$ cat src/rtl/pnp_ldev_pkg.sv
package pnp_ldev_pkg;

   // configuration index map
   localparam logic [7:0] IDX_ENABLE   = 8'h30;
   localparam logic [7:0] IDX_PROBE    = 8'h31;
   localparam logic [7:0] IDX_BASE_HI  = 8'h60;
   localparam logic [7:0] IDX_BASE_LO  = 8'h61;
   localparam logic [7:0] IDX_IRQ_LVL  = 8'h70;
   localparam logic [7:0] IDX_IRQ_KIND = 8'h71;
   localparam logic [7:0] IDX_DMA_A    = 8'h74;
   localparam logic [7:0] IDX_DMA_B    = 8'h75;

   // fixed read-only values
   localparam logic [7:0] IRQ_KIND_VAL = 8'h03;   // active high, level
   localparam logic [7:0] DMA_NONE_VAL = 8'h04;   // no channel

   // probe patterns
   localparam logic [7:0] PROBE_PAT_SET = 8'h55;
   localparam logic [7:0] PROBE_PAT_CLR = 8'hAA;

   typedef struct packed {
      logic enable;     // device switched on
      logic probe_en;   // conflict probe armed
      logic probe_sel;  // pattern choice
   } ldev_flags_t;

endpackage

$ cat src/rtl/pnp_cfg_regs.sv
module pnp_cfg_regs
   import pnp_ldev_pkg::*;
#(
   parameter int ADDR_W = 10,
   parameter int OFS_W  = 3,
   parameter int SEL_W  = 4,
   localparam int BASE_W = ADDR_W - OFS_W,
   localparam int HI_W   = ADDR_W - 8
) (
   input  logic              clk,
   input  logic              rst,
   input  logic [7:0]        cfg_idx,
   input  logic [7:0]        cfg_wdata,
   input  logic              cfg_wr,
   input  logic              cfg_rd,
   output logic [7:0]        cfg_rdata,
   output ldev_flags_t       flags,
   output logic [BASE_W-1:0] base,
   output logic [SEL_W-1:0]  irq_sel
);

   ldev_flags_t             flags_q;
   logic [ADDR_W-1:OFS_W]   base_q;
   logic [SEL_W-1:0]        sel_q;

   // register updates
   always_ff @(posedge clk) begin
      if (rst) begin
         flags_q <= '0;
         base_q  <= '0;
         sel_q   <= '0;
      end else if (cfg_wr) begin
         case (cfg_idx)
            IDX_ENABLE:  flags_q.enable <= cfg_wdata[0];
            IDX_PROBE: begin
               flags_q.probe_en  <= cfg_wdata[1];
               flags_q.probe_sel <= cfg_wdata[0];
            end
            IDX_BASE_HI: base_q[ADDR_W-1:8]  <= cfg_wdata[HI_W-1:0];
            IDX_BASE_LO: base_q[7:OFS_W]     <= cfg_wdata[7:OFS_W];
            IDX_IRQ_LVL: sel_q               <= cfg_wdata[SEL_W-1:0];
            default: ;
         endcase
      end
   end

   // readback views
   logic [7:0] rd_enable;
   logic [7:0] rd_probe;
   logic [7:0] rd_base_hi;
   logic [7:0] rd_base_lo;
   logic [7:0] rd_level;

   assign rd_enable  = {7'b0, flags_q.enable};
   assign rd_probe   = {6'b0, flags_q.probe_en, flags_q.probe_sel};
   assign rd_base_hi = {{(8-HI_W){1'b0}}, base_q[ADDR_W-1:8]};
   assign rd_base_lo = {base_q[7:OFS_W], {OFS_W{1'b0}}};
   assign rd_level   = {{(8-SEL_W){1'b0}}, sel_q};

   always_comb begin
      cfg_rdata = '0;
      if (cfg_rd) begin
         case (cfg_idx)
            IDX_ENABLE:   cfg_rdata = rd_enable;
            IDX_PROBE:    cfg_rdata = rd_probe;
            IDX_BASE_HI:  cfg_rdata = rd_base_hi;
            IDX_BASE_LO:  cfg_rdata = rd_base_lo;
            IDX_IRQ_LVL:  cfg_rdata = rd_level;
            IDX_IRQ_KIND: cfg_rdata = IRQ_KIND_VAL;
            IDX_DMA_A:    cfg_rdata = DMA_NONE_VAL;
            IDX_DMA_B:    cfg_rdata = DMA_NONE_VAL;
            default:      cfg_rdata = '0;
         endcase
      end
   end

   assign flags   = flags_q;
   assign base    = base_q;
   assign irq_sel = sel_q;

endmodule

$ cat src/rtl/pnp_io_decode.sv
module pnp_io_decode
   import pnp_ldev_pkg::*;
#(
   parameter int ADDR_W      = 10,
   parameter int OFS_W       = 3,
   parameter bit PROBE_SUPPORT = 1'b1,
   localparam int BASE_W = ADDR_W - OFS_W
) (
   input  logic [ADDR_W-1:0] io_addr,
   input  logic              io_rd,
   input  logic              io_wr,
   input  ldev_flags_t       flags,
   input  logic [BASE_W-1:0] base,
   output logic              cs,
   output logic [OFS_W-1:0]  reg_ofs,
   output logic [7:0]        io_rdata,
   output logic              io_rdata_oe
);

   logic window_hit;
   logic bus_cycle;

   assign window_hit = (io_addr[ADDR_W-1:OFS_W] == base);
   assign bus_cycle  = io_rd | io_wr;

   assign cs      = flags.enable & bus_cycle & window_hit;
   assign reg_ofs = cs ? io_addr[OFS_W-1:0] : '0;

   generate
      if (PROBE_SUPPORT) begin : g_probe
         logic probe_hit;
         assign probe_hit   = ~flags.enable & flags.probe_en & io_rd & window_hit;
         assign io_rdata_oe = probe_hit;
         assign io_rdata    = !probe_hit      ? 8'h00 :
                              flags.probe_sel ? PROBE_PAT_SET : PROBE_PAT_CLR;
      end else begin : g_no_probe
         logic unused_probe;
         assign unused_probe = flags.probe_en ^ flags.probe_sel;
         assign io_rdata_oe  = 1'b0;
         assign io_rdata     = 8'h00;
      end
   endgenerate

endmodule

$ cat src/rtl/pnp_irq_route.sv
module pnp_irq_route #(
   parameter int SEL_W = 4,
   localparam int LINES = 1 << SEL_W,
   parameter logic [LINES-1:0] LEGAL_MASK = 16'h1EFC
) (
   input  logic             enable,
   input  logic [SEL_W-1:0] irq_sel,
   input  logic             ctl_irq,
   output logic [LINES-1:0] irq_out
);

   generate
      for (genvar i = 0; i < LINES; i++) begin : g_line
         if (LEGAL_MASK[i]) begin : g_legal
            assign irq_out[i] = enable & ctl_irq & (irq_sel == SEL_W'(i));
         end else begin : g_tied
            assign irq_out[i] = 1'b0;
         end
      end
   endgenerate

endmodule

$ cat src/rtl/pnp_ldev_decoder.sv
module pnp_ldev_decoder
   import pnp_ldev_pkg::*;
#(
   parameter int ADDR_W        = 10,
   parameter int OFS_W         = 3,
   parameter int SEL_W         = 4,
   parameter bit PROBE_SUPPORT = 1'b1,
   localparam int LINES  = 1 << SEL_W,
   localparam int BASE_W = ADDR_W - OFS_W,
   parameter logic [LINES-1:0] LEGAL_MASK = 16'h1EFC
) (
   input  logic              clk,
   input  logic              rst,
   input  logic [7:0]        cfg_idx,
   input  logic [7:0]        cfg_wdata,
   input  logic              cfg_wr,
   input  logic              cfg_rd,
   output logic [7:0]        cfg_rdata,
   input  logic [ADDR_W-1:0] io_addr,
   input  logic              io_rd,
   input  logic              io_wr,
   output logic [7:0]        io_rdata,
   output logic              io_rdata_oe,
   output logic              cs,
   output logic [OFS_W-1:0]  reg_ofs,
   input  logic              ctl_irq,
   output logic [LINES-1:0]  irq_out
);

   // elaboration-time parameter checks
   generate
      if (ADDR_W < 9 || ADDR_W > 15) begin : g_bad_addr_w
         $error("pnp_ldev_decoder: ADDR_W must be 9..15");
      end
      if (OFS_W < 1 || OFS_W > 7) begin : g_bad_ofs_w
         $error("pnp_ldev_decoder: OFS_W must be 1..7");
      end
      if (SEL_W < 1 || SEL_W > 7) begin : g_bad_sel_w
         $error("pnp_ldev_decoder: SEL_W must be 1..7");
      end
   endgenerate

   ldev_flags_t       flags;
   logic [BASE_W-1:0] base_q;
   logic [SEL_W-1:0]  irq_sel;
   logic              dev_active;

   pnp_cfg_regs #(
      .ADDR_W (ADDR_W),
      .OFS_W  (OFS_W),
      .SEL_W  (SEL_W)
   ) u_regs (
      .clk       (clk),
      .rst       (rst),
      .cfg_idx   (cfg_idx),
      .cfg_wdata (cfg_wdata),
      .cfg_wr    (cfg_wr),
      .cfg_rd    (cfg_rd),
      .cfg_rdata (cfg_rdata),
      .flags     (flags),
      .base      (base_q),
      .irq_sel   (irq_sel)
   );

   assign dev_active = flags.enable;

   pnp_io_decode #(
      .ADDR_W        (ADDR_W),
      .OFS_W         (OFS_W),
      .PROBE_SUPPORT (PROBE_SUPPORT)
   ) u_decode (
      .io_addr     (io_addr),
      .io_rd       (io_rd),
      .io_wr       (io_wr),
      .flags       (flags),
      .base        (base_q),
      .cs          (cs),
      .reg_ofs     (reg_ofs),
      .io_rdata    (io_rdata),
      .io_rdata_oe (io_rdata_oe)
   );

   pnp_irq_route #(
      .SEL_W      (SEL_W),
      .LEGAL_MASK (LEGAL_MASK)
   ) u_irq (
      .enable  (dev_active),
      .irq_sel (irq_sel),
      .ctl_irq (ctl_irq),
      .irq_out (irq_out)
   );

endmodule

$ cat config.mk
export PLATFORM = sky130hd
export DESIGN_NAME = pnp_ldev_decoder
export DESIGN_NICKNAME = d
export VERILOG_FILES = /design/src/rtl/pnp_ldev_pkg.sv /design/src/rtl/pnp_cfg_regs.sv /design/src/rtl/pnp_io_decode.sv /design/src/rtl/pnp_irq_route.sv /design/src/rtl/pnp_ldev_decoder.sv
export SDC_FILE = /design/constraint.sdc
export NUM_CORES = 1
export LEC_CHECK = 0
export ABC_CLOCK_PERIOD_IN_PS = 3300
export BUFFER_PORTS_ARGS = -buffer_cell sky130_fd_sc_hd__clkbuf_2
export CORE_MARGIN = 1
export CORE_UTILIZATION = 35
export DETAILED_ROUTE_END_ITERATION = 10
export PLACE_DENSITY = 0.75
export SKIP_CTS_REPAIR_TIMING = 1
export SLEW_MARGIN = 0
export SYNTH_ARGS = -nofsm -noshare
export SYNTH_HDL_FRONTEND = slang
export SYNTH_SLANG_ARGS = --single-unit
$ cat constraint.sdc
create_clock -name clk -period 3.3 [get_ports clk]
set_clock_uncertainty 0.2 [all_clocks]
set_input_delay 0.495 -clock clk [delete_from_list [all_inputs] [get_ports clk]]
set_output_delay 0.495 -clock clk [all_outputs]
set_load 0.02 [all_outputs]
==> results of run 1 <==
-- final cells by class --
cell class / instances / area, sq um / share of cell area [%]
inverter: 1 / 3.754 / 0.2735
sequential: 14 / 280.3 / 20.42
multi-input combinational: 113 / 711.9 / 51.87
tap: 31 / 38.79 / 2.826
clock buffer: 3 / 22.52 / 1.641
timing repair buffer: 63 / 315.3 / 22.97
-- metrics by stage --
step           setup WS (ns)  cells  hold slack, ns  cell area (sq um)
2_1_floorplan         0.6197    143          0.2837               1107
4_1_cts               0.8044    225          0.2496               1373
6_report              0.7751    225          0.2562               1373
3_5_place_dp          0.9035    222          0.3376               1350
5_1_grt               0.5426    225          0.2740               1373
3_3_place_gp          0.9208    222          0.3221               1350
-- cells in the mapped netlist --
cell,count
inv_1,1
nor2b_1,4
xnor2_1,7
o21ai_0,3
nor3_1,5
nand2b_1,2
dfxtp_1,14
dlygate4sd1_1,1
or4b_4,1
clkbuf_2,1
nor4_4,1
and2_1,9
mux2i_1,15
nand4_1,1
nor4_1,4
nor3b_1,1
nand3b_1,2
nand2_1,6
nor4b_1,2
nor2_1,26
nand3_1,5
or2_2,1
a21oi_1,5
o22a_1,1
conb_1,1
and3b_1,4
o2bb2ai_1,1
buf_4,13
a2bb2oi_1,1
-- power by group --
group          internal [mW]  switching [mW]  total [mW]
Clock                 0.0423          0.0504      0.0927
Sequential             0.169        0.000265       0.169
Combinational         0.0233          0.0303      0.0536
Total                  0.235          0.0809       0.315
-- critical path: stages (launching register included) --
cell and delay (ns):
dfxtp_1 0.40, xnor2_1 0.14, nand4_1 0.17, nor4_1 0.57
clkbuf_2 0.28
-- per-layer routing --
layer	vias to the layer above	part of all wire [%]	wire [um]	track usage [%]
met2	44	47	1248	25.91
li1	573	-	-	-
met5	-	0	0	0
met3	5	5.6	149	1.786
met4	0	1.2	33	6.122
met1	493	47	1248	22.25
-- logic make-up (layout without fill, tap and decap cells) --
group                     Yosys count  in the layout
and+or+nand+nor                    74             74
buffers and inverters              16             67
muxes                              15             15
DFF                                14             14
AOI/OAI and AO/OA                  11             11
xor gates and xnor gates            7              7
other                               1              6
-- worst max-delay path by stage --
stage	from	endpoint	cells past startpoint
6_report	u_regs.base[6]	io_rdata[5]	4
5_1_grt	u_regs.base[6]	io_rdata[5]	4
4_1_cts	u_regs.base[0]	io_rdata[5]	4
3_5_place_dp	io_addr[3]	io_rdata[5]	5
3_3_place_gp	io_addr[3]	io_rdata[3]	5
2_1_floorplan	io_addr[7]	io_rdata[3]	4
-- registers in the layout, summed over array words and instances (netlist names) --
register / count
u_regs.irq_sel: 4
u_regs.base: 7
u_regs.flags: 3
-- placed cells by master (no fill, tap or decap), types with 3 or more instances in the layout --
| cell | count |
|---|---|
| dfxtp_1 | 14 |
| xnor2_1 | 7 |
| clkbuf_2 | 63 |
| nand3_1 | 5 |
| nor4_1 | 4 |
| o21ai_0 | 3 |
| a21oi_1 | 5 |
| nand2_1 | 6 |
| conb_1 | 6 |
| and3b_1 | 4 |
| and2_1 | 9 |
| nor2b_1 | 4 |
| clkbuf_4 | 3 |
| mux2i_1 | 15 |
| nor3_1 | 5 |
| nor2_1 | 26 |
==> metrics.cfg, run 1 <==
[routing]
drc = 4
num_vias = 1115
wl_per_cell_um = 11.91
initialDrtViolationCount = 42
postRouteAntennaNets = 0
drt-vias-per-instance = 4.956
drt-pass1-iter-count = 9
drt-total-wl_um = 2680

[cells_and_area]
diodes = 0
final_net_count = 229
drive_above_1_share_pct = 35.57
fill_cells = 312
area_growth_syn_to_layout_pct = 26.09
final_util_pct = 48.11

[timing]
drv_slew = 0
fmax_mhz = 396.1
setup-tns-final_ns = 0
hold_violations = 0
slew_headroom_pct = 61.10
fin_crit_ns = 2.525
worstMarginPinSlew_ns = 0.5782
rsz0062_at_grt = false
fin_crit_sh_pct = 76.51
finalSetupViolations = 0

[yosys]
yosys.cell_types.count = 29
synthXorXnorAreaFrac_pct = 5.632
ys_ff_latch = 14
synthTopCellsByArea = dfxtp_1 26%, mux2i_1 14%, buf_4 9.0%
yosys.area.top_type = dfxtp_1
synth_compound_area_share_pct = 6.092
synth.avg_cell_area_sq_um = 7.888
synth_fa_ha_area_share_pct = 0
syn_inst = 138
ys_warn_count = 0
synthSimpleGateAreaFrac_pct = 37.82
synth_top_family_by_area = simple AND/OR/NAND/NOR gates
yosysTopAreaCellShare_pct = 25.75
synthMuxAreaShare_pct = 13.79
syn_area_sq_mm = 0.001089
seq_area_frac_synth_pct = 25.75

[floorplan]
core-area_sq_mm = 0.002853
die_h_um = 57.77
rows = 19
io_pins = 70
fp.dieW_um = 57.77
start_util_pct = 38.16
die_area_sq_mm = 0.003337

[status]
violations = design-rule violations
status = finished with violations

[place]
dpl.hpwl_um = 2218
gp_congestion = 0.8064
port_buffers = 63

[grt]
gr-total-overflow = 0
antenna_found_initial = 0
grt_pass1_wl_um = 4195
grt_max_degree = 15
grt_pass1_vias = 969
grtUsageTotal_pct = 16.11

[power_and_ir_drop]
power.leakage_nw = 0.6576
total_power_mw = 0.3155
powerDensity_mw_per_mm2 = 229.9
vdd_drop_max_uv = 194.1

[worst_setup_path]
worstPathRequired_ns = 2.60
reg2reg_to = u_regs.irq_sel[0]
ff2ff_setup_slack_ns = 2.39
critPathKind = register to output port
crit_fanout = 4
critPathArrivalTime_ns = 1.83
worst_r2r_startpoint = u_regs.irq_sel[0]
r2r_cells = 2
crit_path_end_kind = output port
start_kind = register

[cts]
cts.clk_slew.worst_paths_ns = 0.07
cts_buffers = 3
htree_levels = 1
root_buffer = clkbuf_4
clock_sinks = 14
clock_latency_ns = 0.27
clock_path_buffers = 2
tritoncts = done

[worst_hold_path]
hp-start = cfg_wdata[7]
min_to = u_regs.base[4]
min_path_cells = 3
hold_class = input port to register

[flow_run]
cap_violations = 0

No activity file was read; power rests on OpenSTA's default activity.
==> run 2, diff against run 1 <==
--- a/config.mk
+++ b/config.mk
@@ -5,7 +5,7 @@
 export SDC_FILE = /design/constraint.sdc
 export NUM_CORES = 1
 export LEC_CHECK = 0
-export ABC_CLOCK_PERIOD_IN_PS = 3300
+export ABC_CLOCK_PERIOD_IN_PS = 2550
 export BUFFER_PORTS_ARGS = -buffer_cell sky130_fd_sc_hd__clkbuf_2
 export CORE_MARGIN = 1
 export CORE_UTILIZATION = 35
==> constraint.sdc (replaced) <==
create_clock -name clk -period 2.55 [get_ports clk]
set_clock_uncertainty 0.2 [all_clocks]
set_input_delay 0.3825 -clock clk [delete_from_list [all_inputs] [get_ports clk]]
set_output_delay 0.3825 -clock clk [all_outputs]
set_load 0.02 [all_outputs]
==> run 2 against run 1 <==
  * The flow still finishes with violations (design-rule violations)
  * Worst hold slack worse by 0.12 ns
  * Sequential power is 30% higher
  * Highest routed layer unchanged
  * Routed wire length is 1.2% higher
  * Largest cell class unchanged
  * Cell count stayed put
  * Power is 30% higher
==> metrics.cfg, run 2 (synthesis gave the netlist of run 1 again) <==
[status]
status = finished with violations  ; unchanged
violations = design-rule violations  ; unchanged

[routing]
drc = 4  ; unchanged
initialDrtViolationCount = 40  ; was 42
drt-total-wl_um = 2713  ; was 2680 um
wl_per_cell_um = 12.06  ; was 11.91 um
drt-pass1-iter-count = 9  ; unchanged
postRouteAntennaNets = 0  ; unchanged
num_vias = 1109  ; was 1115
drt-vias-per-instance = 4.929  ; was 4.956

[power_and_ir_drop]
p_int_mw = 0.3037  ; was 0.2345 mW
vdd_drop_max_uv = 190.6  ; was 194.1 uV
powerDensity_mw_per_mm2 = 297.1  ; was 229.9 mW/mm^2
power.leakage_nw = 0.6577  ; was 0.6576 nW
power.share.clock_pct = 29.5  ; was 29.4%
p_sw_mw = 0.1060  ; was 0.08095 mW
p_seq_share_pct = 53.4  ; was 53.6%
combPwrFrac_pct = 17.0  ; about the same
swShare_pct = 25.87  ; was 25.66%

[worst_setup_path]
ff2ff_setup_slack_ns = 1.65  ; was 2.39 ns
worstPathRequired_ns = 1.97  ; was 2.60 ns
crit_fanout = 4  ; unchanged
reg2reg_to = u_regs.irq_sel[1]  ; was u_regs.irq_sel[0]
r2r_cells = 2  ; unchanged
crit_path_end_kind = output port  ; unchanged
critPathArrivalTime_ns = 1.70  ; was 1.83 ns
start_kind = register  ; unchanged
worst_r2r_startpoint = u_regs.irq_sel[1]  ; was u_regs.irq_sel[0]
critPathKind = register to output port  ; unchanged

[cells_and_area]
layout_commonest_cell = clkbuf_2  ; unchanged
final_util_pct = 48.33  ; was 48.11%
area_growth_syn_to_layout_pct = 26.67  ; was 26.09%
multi_input_area_sq_um = 718.2  ; was 711.9 sq um
fill_cells = 301  ; was 312
drive_above_1_share_pct = 36.08  ; was 35.57%
register_area_sq_um = 280.3  ; unchanged
diodes = 0  ; unchanged
most-common-layout-cells = 63 x clkbuf_2, 26 x nor2_1, 15 x mux2i_1  ; unchanged
largest_reg_flops = 7  ; unchanged
final_net_count = 229  ; unchanged

[cts]
clock_path_buffers = 2  ; unchanged
clock_latency_ns = 0.28  ; was 0.27 ns
cts_buffers = 3  ; unchanged
tritoncts = done  ; unchanged
htree_levels = 1  ; unchanged
root_buffer = clkbuf_4  ; unchanged
cts.clk_slew.worst_paths_ns = 0.07  ; about the same
clock_sinks = 14  ; unchanged

[grt]
grt_pass1_vias = 872  ; was 969
gr-total-overflow = 0  ; unchanged
grt_pass1_wl_um = 3898  ; was 4195 um
grt_max_degree = 15  ; unchanged
antenna_found_initial = 0  ; unchanged
grtUsageTotal_pct = 15.11  ; was 16.11%

[floorplan]
io_pins = 70  ; unchanged
fp.dieW_um = 57.77  ; unchanged
start_util_pct = 38.16  ; unchanged
die_h_um = 57.77  ; unchanged
die_area_sq_mm = 0.003337  ; unchanged
rows = 19  ; unchanged
core-area_sq_mm = 0.002853  ; unchanged

[place]
gp_congestion = 0.8056  ; was 0.8064
dpl.hpwl_um = 2198  ; was 2218 um
port_buffers = 63  ; unchanged

[timing]
setup-tns-final_ns = 0  ; unchanged
hold_violations = 0  ; unchanged
fmax_mhz = 438.1
finalSetupViolations = 0  ; unchanged
slew_headroom_pct = 67.39  ; was 61.10%
worstMarginPinSlew_ns = 0.4824  ; was 0.5782 ns
rsz0062_at_grt = false  ; unchanged
drv_slew = 0  ; unchanged
fin_crit_sh_pct = 89.51
fin_crit_ns = 2.283

[flow_run]
cap_violations = 0  ; unchanged

[worst_hold_path]
hold_class = input port to register  ; unchanged
hp-start = cfg_wdata[7]  ; unchanged
min_to = u_regs.base[4]  ; unchanged
min_path_cells = 3  ; unchanged

-- run 2: cell counts in the layout (fill, tap and decap cells not counted) --
No cell type changed its count.
-- run 2: worst max-delay path by stage --
stage,startpoint,end,slack [ns],depth (start not counted)
after floorplan,io_addr[7],io_rdata[3],0.09,4
after global placement,io_addr[3],io_rdata[3],0.40,5
after detailed placement,io_addr[3],io_rdata[5],0.37,5
after CTS,u_regs.base[0],io_rdata[5],0.15,4
after global routing,u_regs.base[5],reg_ofs[1],0.03,5
final,u_regs.base[5],reg_ofs[1],0.27,5
-- run 2: through the flow --
step	hold slack (ns)	worst slack [ns]	cell area (sq um)	cells	total power, mW
finish	0.1398	0.2674	1379	225	0.4097
global route	0.1484	0.03087	1379	225	0.4275
CTS	0.1396	0.1503	1373	225	0.4142
detailed placement	0.3396	0.3659	1350	222	0.2931
global placement	0.3220	0.3957	1350	222	0.2922
floorplan	0.2549	0.09473	1107	143	0.2674
-- run 2: final cells by class --
type / count / share of cell area [%]
Multi-Input combinational cell: 113 / 52.09
Timing Repair Buffer: 63 / 22.87
Sequential cell: 14 / 20.33
Tap cell: 31 / 2.813
Clock buffer: 3 / 1.633
Inverter: 1 / 0.2722
-- run 2: power groups by stage --
stage | sequential (mW) | clock, mW | combinational, mW
final | 0.219 | 0.121 | 0.0698
after global routing | 0.219 | 0.132 | 0.0762
after CTS | 0.219 | 0.126 | 0.0693
after detailed placement | 0.224 | 0 | 0.0690
after global placement | 0.224 | 0 | 0.0680
after floorplan | 0.224 | 0 | 0.0434
-- run 2: per-layer routing --
layer	up-vias	share of wire [%]	track usage, %
met5	-	0	0
met4	0	1.7	7.143
met3	5	6.4	2.232
met2	53	43	22.43
met1	482	48	21.51
li1	569	-	-
-- run 2: critical path: stages (launching register included) --
cell and delay (ns):
dfxtp_1 0.41, xnor2_1 0.14, nand4_1 0.18, nor3_1 0.35, and2_1 0.18, clkbuf_2 0.16
